<file path="src/rtl/rxpf_pkg.sv">
package rxpf_pkg;
    localparam int QW      = 32;
    localparam int ID_W    = 16;
    localparam int NODE_W  = 6;
    localparam int BUS_W   = ID_W - NODE_W;
    localparam int TC_W    = 4;
    localparam int CODE_W  = 4;
    localparam int CNT_W   = 3;
    localparam logic [QW-1:0] CRC_POLY = 32'h04C11DB7;

    typedef enum logic [CODE_W-1:0] {
        ACK_COMPLETE = 4'h1,
        ACK_PENDING  = 4'h2,
        ACK_BUSY     = 4'h4,
        ACK_DATA_ERR = 4'hD
    } ack_e;

    typedef enum logic [2:0] {
        S_IDLE, S_HDR, S_BODY, S_TAIL, S_DROP, S_BUSY
    } state_e;

    typedef struct packed {
        logic             payload;
        logic             is_cyc;
        logic             wr_req;
        logic [CNT_W-1:0] hlen;
    } kind_t;

    typedef struct packed {
        logic              wr;
        logic [QW-1:0]     data;
        logic              commit;
        logic              rewind;
        logic              ack;
        logic [CODE_W-1:0] code;
        logic              ct;
        logic [QW-1:0]     ctv;
    } out_t;

    function automatic logic tc_known(logic [TC_W-1:0] tc);
        return tc inside {4'h0, 4'h1, 4'h2, 4'h4, 4'h5, 4'h6, 4'h7, 4'h8, 4'hA};
    endfunction

    function automatic logic tc_iso(logic [TC_W-1:0] tc);
        return tc == 4'hA;
    endfunction

    function automatic kind_t decode_kind(logic [TC_W-1:0] tc);
        kind_t k;
        k = '0;
        case (tc)
            4'h0:             begin k.wr_req = 1'b1; k.hlen = 3'd4; end
            4'h1:             begin k.wr_req = 1'b1; k.payload = 1'b1; k.hlen = 3'd4; end
            4'h2, 4'h4, 4'h5: k.hlen = 3'd3;
            4'h6:             k.hlen = 3'd4;
            4'h7:             begin k.payload = 1'b1; k.hlen = 3'd4; end
            4'h8:             begin k.is_cyc = 1'b1; k.hlen = 3'd4; end
            4'hA:             begin k.payload = 1'b1; k.hlen = 3'd1; end
            default:          k.hlen = 3'd4;
        endcase
        return k;
    endfunction
endpackage

</file>
<file path="src/rtl/rxpf_crc_acc.sv">
module rxpf_crc_acc #(
    parameter int              W    = 32,
    parameter logic [W-1:0]    POLY = 32'h04C11DB7
) (
    input  logic         clk,
    input  logic         rst,
    input  logic         clr,
    input  logic         upd,
    input  logic [W-1:0] din,
    output logic [W-1:0] result
);
    localparam logic [W-1:0] SEED = '1;

    logic [W-1:0] acc_q;
    logic [W-1:0] base;

    function automatic logic [W-1:0] step(logic [W-1:0] c, logic [W-1:0] d);
        logic [W-1:0] r;
        logic         fb;
        r = c;
        for (int i = W - 1; i >= 0; i--) begin
            fb = r[W-1] ^ d[i];
            r  = {r[W-2:0], 1'b0} ^ (fb ? POLY : '0);
        end
        return r;
    endfunction

    assign base   = clr ? SEED : acc_q;
    assign result = ~acc_q;

    always_ff @(posedge clk) begin
        if (rst)      acc_q <= SEED;
        else if (upd) acc_q <= step(base, din);
        else if (clr) acc_q <= SEED;
    end
endmodule

</file>
<file path="src/rtl/rxpf_dest_match.sv">
module rxpf_dest_match import rxpf_pkg::*; (
    input  logic [ID_W-1:0]   local_id,
    input  logic [NODE_W-1:0] iso_chan,
    input  logic [ID_W-1:0]   dest,
    input  logic [NODE_W-1:0] chan,
    input  logic [TC_W-1:0]   tc,
    output logic              hit,
    output kind_t             kind
);
    localparam logic [NODE_W-1:0] ALL_NODES = '1;
    localparam logic [BUS_W-1:0]  THIS_BUS  = '1;

    logic [BUS_W-1:0]  d_bus;
    logic [NODE_W-1:0] d_node;
    logic              own_bus;
    logic              unicast_hit;
    logic              bcast_hit;

    assign d_bus       = dest[ID_W-1:NODE_W];
    assign d_node      = dest[NODE_W-1:0];
    assign own_bus     = (d_bus == local_id[ID_W-1:NODE_W]) || (d_bus == THIS_BUS);
    assign unicast_hit = (dest == local_id);
    assign bcast_hit   = (d_node == ALL_NODES) && own_bus;
    assign kind        = decode_kind(tc);

    always_comb begin
        if (tc_iso(tc))         hit = (chan == iso_chan);
        else if (tc_known(tc))  hit = unicast_hit || bcast_hit;
        else                    hit = 1'b0;
    end
endmodule

</file>
<file path="src/rtl/rxpf_out_stage.sv">
module rxpf_out_stage import rxpf_pkg::*; (
    input  logic clk,
    input  logic rst,
    input  out_t nxt,
    output out_t cur
);
    always_ff @(posedge clk) begin
        if (rst) cur <= '0;
        else     cur <= nxt;
    end
endmodule

</file>
<file path="src/rtl/rx_pkt_filter.sv">
module rx_pkt_filter import rxpf_pkg::*; (
    input  logic              clk,
    input  logic              rst,
    input  logic [ID_W-1:0]   local_id,
    input  logic [NODE_W-1:0] iso_chan,
    input  logic              keep_cycstart,
    input  logic              in_valid,
    input  logic              in_sop,
    input  logic              in_eop,
    input  logic [QW-1:0]     in_quad,
    input  logic              fifo_full,
    output logic              fifo_wr,
    output logic [QW-1:0]     fifo_wdata,
    output logic              fifo_commit,
    output logic              fifo_rewind,
    output logic              ack_valid,
    output logic [CODE_W-1:0] ack_code,
    output logic              ct_load,
    output logic [QW-1:0]     ct_value
);
    localparam logic [CNT_W-1:0] CYC_IDX = 3'd3;
    localparam int DEST_LSB = QW - ID_W;
    localparam int CHAN_LSB = 8;
    localparam int TC_LSB   = 4;

    state_e            st_q, st_d;
    kind_t             kind_q, kind_d, hit_kind;
    logic [CNT_W-1:0]  idx_q, idx_d;
    logic              store_q, store_d;
    logic              wrote_q, wrote_d;
    logic [QW-1:0]     cyc_q, cyc_d;
    logic              hit;
    logic              crc_clr, crc_upd;
    logic [QW-1:0]     crc_res;
    out_t              nxt, cur;

    rxpf_dest_match u_match (
        .local_id (local_id),
        .iso_chan (iso_chan),
        .dest     (in_quad[QW-1:DEST_LSB]),
        .chan     (in_quad[CHAN_LSB+NODE_W-1:CHAN_LSB]),
        .tc       (in_quad[TC_LSB+TC_W-1:TC_LSB]),
        .hit      (hit),
        .kind     (hit_kind)
    );

    rxpf_crc_acc #(.W(QW), .POLY(CRC_POLY)) u_crc (
        .clk    (clk),
        .rst    (rst),
        .clr    (crc_clr),
        .upd    (crc_upd),
        .din    (in_quad),
        .result (crc_res)
    );

    rxpf_out_stage u_out (
        .clk (clk),
        .rst (rst),
        .nxt (nxt),
        .cur (cur)
    );

    always_comb begin
        logic              want_wr;
        logic              is_stat;
        logic              do_fin;
        logic [CODE_W-1:0] fin_code;
        logic [CODE_W-1:0] ok_code;
        logic [QW-1:0]     wdata;

        nxt      = '0;
        st_d     = st_q;
        kind_d   = kind_q;
        idx_d    = idx_q;
        store_d  = store_q;
        wrote_d  = wrote_q;
        cyc_d    = cyc_q;
        crc_clr  = 1'b0;
        crc_upd  = 1'b0;
        want_wr  = 1'b0;
        is_stat  = 1'b0;
        do_fin   = 1'b0;
        fin_code = ACK_COMPLETE;
        ok_code  = kind_q.wr_req ? ACK_PENDING : ACK_COMPLETE;
        wdata    = in_quad;

        if (in_valid) begin
            if (in_sop) begin
                if (st_q != S_IDLE && wrote_q) nxt.rewind = 1'b1;
                wrote_d = 1'b0;
                kind_d  = hit_kind;
                idx_d   = 3'd1;
                store_d = !(hit_kind.is_cyc && !keep_cycstart);
                if (!hit) begin
                    st_d = in_eop ? S_IDLE : S_DROP;
                end else if (in_eop) begin
                    st_d = S_IDLE;
                end else begin
                    st_d    = S_HDR;
                    crc_clr = 1'b1;
                    crc_upd = 1'b1;
                    want_wr = store_d;
                end
            end else begin
                unique case (st_q)
                    S_HDR: begin
                        if (idx_q == kind_q.hlen) begin
                            if (crc_res != in_quad) begin
                                nxt.rewind = wrote_q;
                                st_d       = in_eop ? S_IDLE : S_DROP;
                            end else begin
                                nxt.ct  = kind_q.is_cyc;
                                nxt.ctv = kind_q.is_cyc ? cyc_q : '0;
                                crc_clr = 1'b1;
                                if (in_eop) begin
                                    do_fin   = 1'b1;
                                    fin_code = kind_q.payload ? ACK_DATA_ERR : ok_code;
                                end else begin
                                    st_d = kind_q.payload ? S_BODY : S_TAIL;
                                end
                            end
                        end else if (in_eop) begin
                            nxt.rewind = wrote_q;
                            st_d       = S_IDLE;
                        end else begin
                            crc_upd = 1'b1;
                            idx_d   = idx_q + 3'd1;
                            want_wr = store_q;
                            if (idx_q == CYC_IDX) cyc_d = in_quad;
                        end
                    end
                    S_BODY: begin
                        if (in_eop) begin
                            do_fin   = 1'b1;
                            fin_code = (crc_res == in_quad) ? ok_code : ACK_DATA_ERR;
                        end else begin
                            crc_upd = 1'b1;
                            want_wr = store_q;
                        end
                    end
                    S_TAIL: begin
                        if (in_eop) do_fin = 1'b1;
                        fin_code = ok_code;
                    end
                    S_DROP: begin
                        if (in_eop) st_d = S_IDLE;
                    end
                    S_BUSY: begin
                        if (in_eop) begin
                            nxt.ack  = 1'b1;
                            nxt.code = ACK_BUSY;
                            st_d     = S_IDLE;
                        end
                    end
                    default: ;
                endcase
            end

            if (do_fin) begin
                st_d     = S_IDLE;
                nxt.ack  = 1'b1;
                nxt.code = fin_code;
                if (store_q) begin
                    want_wr = 1'b1;
                    is_stat = 1'b1;
                    wdata   = {{(QW-CODE_W){1'b0}}, fin_code};
                end
            end

            if (want_wr) begin
                if (fifo_full) begin
                    if (!in_sop && wrote_q) nxt.rewind = 1'b1;
                    if (is_stat) begin
                        nxt.ack  = 1'b1;
                        nxt.code = ACK_BUSY;
                        st_d     = S_IDLE;
                    end else begin
                        st_d = S_BUSY;
                    end
                end else begin
                    nxt.wr     = 1'b1;
                    nxt.data   = wdata;
                    nxt.commit = is_stat;
                    wrote_d    = 1'b1;
                end
            end
        end

        if (st_d inside {S_IDLE, S_DROP, S_BUSY}) wrote_d = 1'b0;
    end

    always_ff @(posedge clk) begin
        if (rst) begin
            st_q    <= S_IDLE;
            kind_q  <= '0;
            idx_q   <= '0;
            store_q <= 1'b0;
            wrote_q <= 1'b0;
            cyc_q   <= '0;
        end else begin
            st_q    <= st_d;
            kind_q  <= kind_d;
            idx_q   <= idx_d;
            store_q <= store_d;
            wrote_q <= wrote_d;
            cyc_q   <= cyc_d;
        end
    end

    assign fifo_wr     = cur.wr;
    assign fifo_wdata  = cur.data;
    assign fifo_commit = cur.commit;
    assign fifo_rewind = cur.rewind;
    assign ack_valid   = cur.ack;
    assign ack_code    = cur.code;
    assign ct_load     = cur.ct;
    assign ct_value    = cur.ctv;

    // a commit is always the status write, matching the reported code
    p_commit_status_r8: assert property (@(posedge clk) disable iff (rst)
        fifo_commit |-> (fifo_wr && ack_valid &&
                         fifo_wdata == {{(QW-CODE_W){1'b0}}, ack_code}));

    // once a packet is being discarded, its further beats write nothing
    p_drop_silent_r6: assert property (@(posedge clk) disable iff (rst)
        (st_q == S_DROP && !(in_valid && in_sop)) |=> !fifo_wr);

    // only the four defined codes leave the block
    p_ack_legal_r9: assert property (@(posedge clk) disable iff (rst)
        ack_valid |-> (ack_code inside {ACK_COMPLETE, ACK_PENDING, ACK_BUSY, ACK_DATA_ERR}));

    // a cycle-time load is a single-cycle strobe
    p_ct_single_r10: assert property (@(posedge clk) disable iff (rst)
        ct_load |=> !ct_load);

    // an overflowed packet is never committed
    p_busy_no_commit_r11: assert property (@(posedge clk) disable iff (rst)
        (st_q == S_BUSY) |=> !fifo_commit);

    // rewind and commit never coincide
    p_rewind_excl_r11: assert property (@(posedge clk) disable iff (rst)
        fifo_rewind |-> !fifo_commit);
endmodule

</file>
<file path="config.mk">
export PLATFORM = sky130hd
export DESIGN_NAME = rx_pkt_filter
export DESIGN_NICKNAME = d
export VERILOG_FILES = /design/src/rtl/rxpf_pkg.sv /design/src/rtl/rxpf_crc_acc.sv /design/src/rtl/rxpf_dest_match.sv /design/src/rtl/rxpf_out_stage.sv /design/src/rtl/rx_pkt_filter.sv
export SDC_FILE = /design/constraint.sdc
export NUM_CORES = 1
export LEC_CHECK = 0
export ABC_AREA = 1
export BUFFER_PORTS_ARGS = -buffer_cell sky130_fd_sc_hd__buf_2
export CORE_AREA = 2 2 152 154
export CTS_BUF_LIST = sky130_fd_sc_hd__clkbuf_4 sky130_fd_sc_hd__clkbuf_8 sky130_fd_sc_hd__clkbuf_16
export CTS_CLUSTER_DIAMETER = 80
export DETAILED_ROUTE_END_ITERATION = 6
export DIE_AREA = 0 0 154 156
export HOLD_SLACK_MARGIN = 0.12
export PLACE_DENSITY = 0.74
export SYNTH_ARGS = -nofsm -noshare
export SYNTH_HDL_FRONTEND = slang
export SYNTH_SLANG_ARGS = --single-unit
</file>
<file path="constraint.sdc">
create_clock -name clk -period 4 [get_ports clk]
set_clock_uncertainty 0.1 [all_clocks]
set_input_delay 0 -clock clk [delete_from_list [all_inputs] [get_ports clk]]
set_output_delay 0 -clock clk [all_outputs]
set_load 0.01 [all_outputs]
</file>
==> results.yml, run 1 <==
status:
  outcome: "finished, violations left"
  violations: "DRC, setup timing"
critical_path:
  r2r_cells: 36
  worstPathArrival_ns: 4.99
  max_stage_delay_ns: 0.35
  ff2ff_setup_slack_ns: -0.71
  crit_top_cell: "nand2_1"
  required_ns: 4.27
  crit_type: "reg -> reg"
  critPathTopFamily: "simple AND/OR/NAND/NOR gates"
  rr_startpoint: "u_crc.acc_q[31]"
  slowest_stage: "dfxtp_1"
  cp-end-kind: "flip-flop"
  r2r-end: "u_crc.acc_q[9]"
  cp_max_fo: 7
  cp-start-kind: "flip-flop"
  cp_num_buf_inv: 8
route:
  wire_per_inst_um: 20.31
  drt_wl_total_mm: 53.06
  initialDrtViolationCount: 1595
  detail_route.first_pass.iterations: 7
  ant_nets: 0
  drc: 1
  vias_per_cell: 5.613
  vias: 14666
global_routing:
  grt_pass1_wl_mm: 70.66
  grt_usage: 0.3842
  grt_pass1_vias: 12975
  antenna_found_initial: 3
  gr-total-overflow: 0
  grt_max_degree: 45
clock_tree:
  cts_buffer_depth: 2
  cts_made_buffers: 17
  h-tree-depth: 4
  cts_root_buf: "clkbuf_16"
  clk_latency_ns: 0.45
  cts_sinks: 151
  cts_tree: "built"
  cts.clk_slew.worst_paths_ns: 0.08
finish:
  fillers: 1337
  multi_input_area_um2: 9311
  nNetsFinal: 2377
  seq_area_um2: 3045
  area_growth_pct: 69.38
  post-route-util: 0.8368
  drive_above_1_share: 0.4822
synthesis:
  synth_area_leaders: "dfxtp_1 27%, nand2_1 19%, xor2_1 7.8%"
  synth-main-ff-cell: "dfxtp_1"
  synth.cells.most_frequent: "557 x nand2_1, 174 x inv_1, 152 x nand3_1"
  synth_top_cell_by_area: "dfxtp_1"
  seq_area_frac_synth: 0.2736
  syn_inst: 1731
  synth.most_common_cell: "nand2_1"
  syn_avg_cell_area_um2: 6.383
  yosys.area.top_type_share: 0.2736
  ys_types: 53
  synth-seq-cells: 151
  synth-edff-count: 0
  syn_nets: 1794
  syn_area_um2: 11050
  async_reset_ff_frac: 0
  yosysWarnings: 0
placement:
  gp_congestion: 1.041
  pre_cts_ws_ns: -0.5967
  dp_hpwl_mm: 35.35
  io_buffers: 133
worst_hold_path:
  worstHoldPathType: "in -> reg"
  hold_depth: 4
  hp-start: "in_quad[12]"
  hold_end: "u_out.cur[52]"
die:
  chipWidth_um: 154
  fp.dieArea_um2: 24020
  coreArea_um2: 22370
  ios: 134
  die_y_um: 156
  rows: 55
  start_util: 0.4940
sta:
  slew_viol_final: 0
  tns_ns: -18.46
  finalSetupViolCount: 32
  rsz0062_at_grt: "yes"
  slew_headroom: 0.5892
  fmaxAchievable_mhz: 212.2
  fin_crit_ns: 4.714
  worst_slack_ns: -0.7136
  hold_violations: 0
  final.period_utilization: 1.178
  worst_slew_pin_slew_ns: 0.6156
run:
  cap_violations: 0
[cell families after synthesis]
kind of cell / after synthesis / synth area share
and+or+nand+nor: 1001 / 0.4235
buffers and inverters: 254 / 0.09161
AOI/OAI and AO/OA: 182 / 0.09025
DFF: 151 / 0.2736
xor gates and xnor gates: 141 / 0.1188
adders and majority gates: 2 / 0.002264
[state kept, by name, summed over array words and instances (netlist names)]
name / flops
st_q: 3
wrote_q: 1
kind_q: 6
cyc_q: 32
idx_q: 3
store_q: 1
u_out.cur: 73
u_crc.acc_q: 32
[worst max path at each step]
stage,startpoint,to,slack [ns],cells after the start
4_1_cts,u_crc.acc_q[28],u_crc.acc_q[14],-0.36,34
2_1_floorplan,u_crc.acc_q[31],u_crc.acc_q[11],0.31,37
5_1_grt,u_crc.acc_q[14],u_crc.acc_q[28],-0.84,34
6_report,u_crc.acc_q[31],u_crc.acc_q[9],-0.71,36
3_5_place_dp,u_crc.acc_q[28],u_crc.acc_q[14],-0.60,36
3_3_place_gp,u_crc.acc_q[28],u_crc.acc_q[21],-0.59,29
[routing by layer]
| metal | vias to the layer above | routed length [um] | GRT usage |
|---|---|---|---|
| li1 | 6597 | - | - |
| met2 | 968 | 24630 | 0.6526 |
| met1 | 6772 | 18790 | 0.4732 |
| met5 | - | 12 | 0 |
| met4 | 2 | 4439 | 0.2145 |
| met3 | 327 | 5187 | 0.04889 |
[stage by stage]
step	hold slack [ns]	instance area (um2)	instances
floorplan	-0.01620	11050	1731
global placement	0.1933	14270	2422
detailed placement	0.2044	14270	2422
CTS	0.1342	16660	2565
global route	0.1482	18720	2613
finish	0.1254	18720	2613
[final cells by class]
type / instances / area share
tap: 285 / 0.01905
antenna: 1 / 0.0001337
clock buffer: 17 / 0.02273
multi-input combinational: 1328 / 0.4975
inverter: 218 / 0.04760
sequential: 151 / 0.1627
timing repair buffer: 598 / 0.2407
clock inverter: 15 / 0.009493
[placed cells by master (no fill, tap or decap), types with 17 or more instances in the layout]
master           n
nand2_4         98
buf_6           27
dlygate4sd3_1   50
xor2_2          27
nor2_1          89
buf_4          378
nand3_4         32
nand2_8         20
o21ai_0         48
nand2_2        167
xor2_1          64
nand2_1        380
xnor2_1         21
a21oi_1         87
inv_1          161
inv_2           39
buf_2          133
nor3_1          34
dfxtp_1        137
clkbuf_16       17
nand3_1         71
nand3_2         72
[timing repair]
| action | CTS | global route |
|---|---|---|
| hold buffers | 50 | 0 |
| gates resized for setup | 180 | 377 |
| hold endpoints to repair | 82 | 0 |
| endpoints found under the setup margin | 32 | 32 |
| buffers inserted | 59 | 50 |
| gates cloned | 3 | 0 |
| pin swaps | 32 | 174 |
[worst register-to-register path: cells and delay by family (launching register included)]
kind,cells,cell delay [ns]
and+or+nand+nor,26,2.97
AOI/OAI and AO/OA,1,0.26
buffers and inverters,8,0.79
xor gates and xnor gates,1,0.15
DFF,1,0.35
Power of run 1 is left out: the tool's default activity adds up to more than one toggle a clock period on the data nets, which glitch-free logic cannot reach.
==> inputs of run 2 (changes only) <==
==> constraint.sdc (replaced) <==
create_clock -name clk -period 3.82 [get_ports clk]
set_clock_uncertainty 0.1 [all_clocks]
set_input_delay 0 -clock clk [delete_from_list [all_inputs] [get_ports clk]]
set_output_delay 0 -clock clk [all_outputs]
set_load 0.01 [all_outputs]
==> results.yml, run 2 (synthesis gave the netlist of run 1 again) <==
route:
  vias: 14338
  drc: 0
  ant_nets: 0
  wire_per_inst_um: 19.77
  detail_route.first_pass.iterations: 7
  drt_wl_total_mm: 51.25
  vias_per_cell: 5.532
  initialDrtViolationCount: 1265
sta:
  worst_slew_pin_slew_ns: 0.7483
  rsz0062_at_grt: "yes"
  slew_headroom: 0.5006
  final.period_utilization: 1.193
  hold_violations: 0
  worst_slack_ns: -0.7359
  tns_ns: -20.11
  slew_viol_final: 0
  finalSetupViolCount: 32
  fmaxAchievable_mhz: 219.5
  fin_crit_ns: 4.556
placement:
  pre_cts_ws_ns: -0.8753
  dp_hpwl_mm: 35.82
  dp_cells: 2443
  io_buffers: 133
  gp_congestion: 1.050
global_routing:
  grtUsageMet1: 0.4607
  grt_pass1_wl_mm: 70.84
  grt.busiest_layer: "met2"
  grt_max_degree: 49
  grt_usage: 0.3846
  grt_use_met3: 0.06806
  grt_pass1_vias: 13058
  grtUsageMet2: 0.6492
  antenna_found_initial: 0
  gr-total-overflow: 0
critical_path:
  crit_top_cell: "nand2_1"
  r2r-end: "u_crc.acc_q[27]"
  rr_startpoint: "u_crc.acc_q[10]"
  r2r_cells: 33
  cp-start-kind: "flip-flop"
  crit_start: "u_crc.acc_q[10]"
  crit_path_end: "u_crc.acc_q[27]"
  cp_max_fo: 6
  max_stage_delay_ns: 0.39
  slowest_stage: "dfxtp_2"
  cp-end-kind: "flip-flop"
  worstPathArrival_ns: 4.80
  ff2ff_setup_slack_ns: -0.74
  crit_type: "reg -> reg"
  required_ns: 4.06
finish:
  top_register: "u_out.cur"
  drive_above_1_share: 0.4764
  largest_reg_flops: 73
  top_regs: "u_out.cur x73, cyc_q x32, u_crc.acc_q x32"
  layout_commonest_cell: "nand2_1"
  instances_no_fill: 2592
  antenna_cells: 0
  post-route-util: 0.8312
  area_growth_pct: 68.25
  final_cell_mix: "390 x nand2_1, 366 x buf_4, 159 x inv_1"
  nNetsFinal: 2357
power:
  p_per_area_nw_per_um2: 1105
  finalPower_uw: 20540
  p_leak_uw: 0.009281
  ir_drop_v: 0.001806
clock_tree:
  cts_sinks: 151
  cts_made_buffers: 17
  clk_latency_ns: 0.45
  cts_root_buf: "clkbuf_16"
  cts_tree: "built"
  h-tree-depth: 4
  cts_buffer_depth: 2
  cts.clk_slew.worst_paths_ns: 0.08
die:
  rows: 55
  die_y_um: 156
  ios: 134
  chipWidth_um: 154
  start_util: 0.4940
  coreArea_um2: 22370
  fp.dieArea_um2: 24020
run:
  cap_violations: 0
status:
  outcome: "finished, violations left"
  violations: "setup timing"
worst_hold_path:
  worstHoldPathType: "in -> reg"
[run 2: per-stage QoR]
step           instance area, um2  hold slack [ns]
6_report                    18590           0.2108
5_1_grt                     18590           0.2616
4_1_cts                     16460           0.1795
3_5_place_dp                14460           0.2026
3_3_place_gp                14460           0.2004
2_1_floorplan               11050         -0.01620
[run 2: routing by layer]
layer	vias up	wire length (um)
li1	6550	-
met1	6652	18570
met2	880	23930
met3	256	4804
met4	0	3945
met5	-	0
[run 2: worst max-delay path: cells and delay by family, from the launching register on]
kind | cells | cell delay (ns)
and+or+nand+nor | 24 | 2.55
DFF | 1 | 0.39
buffers and inverters | 5 | 0.63
AOI/OAI and AO/OA | 1 | 0.23
xor gates and xnor gates | 3 | 0.53
[run 2: cell type report]
class | count | area, um2
clock buffers | 17 | 425.4
fillers | 1380 | 3775
flip-flops and latches | 151 | 3048
multi-input cells | 1328 | 9321
clock inverters | 15 | 193.9
repair buffers | 578 | 4349
inverters | 218 | 895.9
well taps | 285 | 356.6
[run 2: worst min path at each step]
stage	endpoint	slack, ns	start	cells past startpoint
6_report	kind_q[5]	0.21	in_quad[5]	6
3_5_place_dp	store_q	0.20	keep_cycstart	3
2_1_floorplan	u_out.cur[72]	-0.02	rst	1
4_1_cts	kind_q[5]	0.18	in_quad[5]	6
3_3_place_gp	store_q	0.20	keep_cycstart	3
5_1_grt	kind_q[5]	0.26	in_quad[5]	6
[run 2: power breakdown]
| group | leakage [uW] | internal (uW) | switching (uW) |
|---|---|---|---|
| Combinational | 0.00777 | 7320 | 9740 |
| Sequential | 0.00122 | 1640 | 56.5 |
| Clock | 0.000299 | 896 | 884 |
| Total | 0.00928 | 9860 | 10700 |
[run 2: timing repair]
item | 4_1_cts | 5_1_grt
endpoints found under the hold margin | 96 | 0
pin swaps | 42 | 136
hold buffers | 46 | 0
gates resized for setup | 149 | 406
setup buffers | 25 | 42
gates cloned | 3 | 1
setup endpoints to repair | 32 | 53
Note: power is estimated with default switching activity, not from simulation.
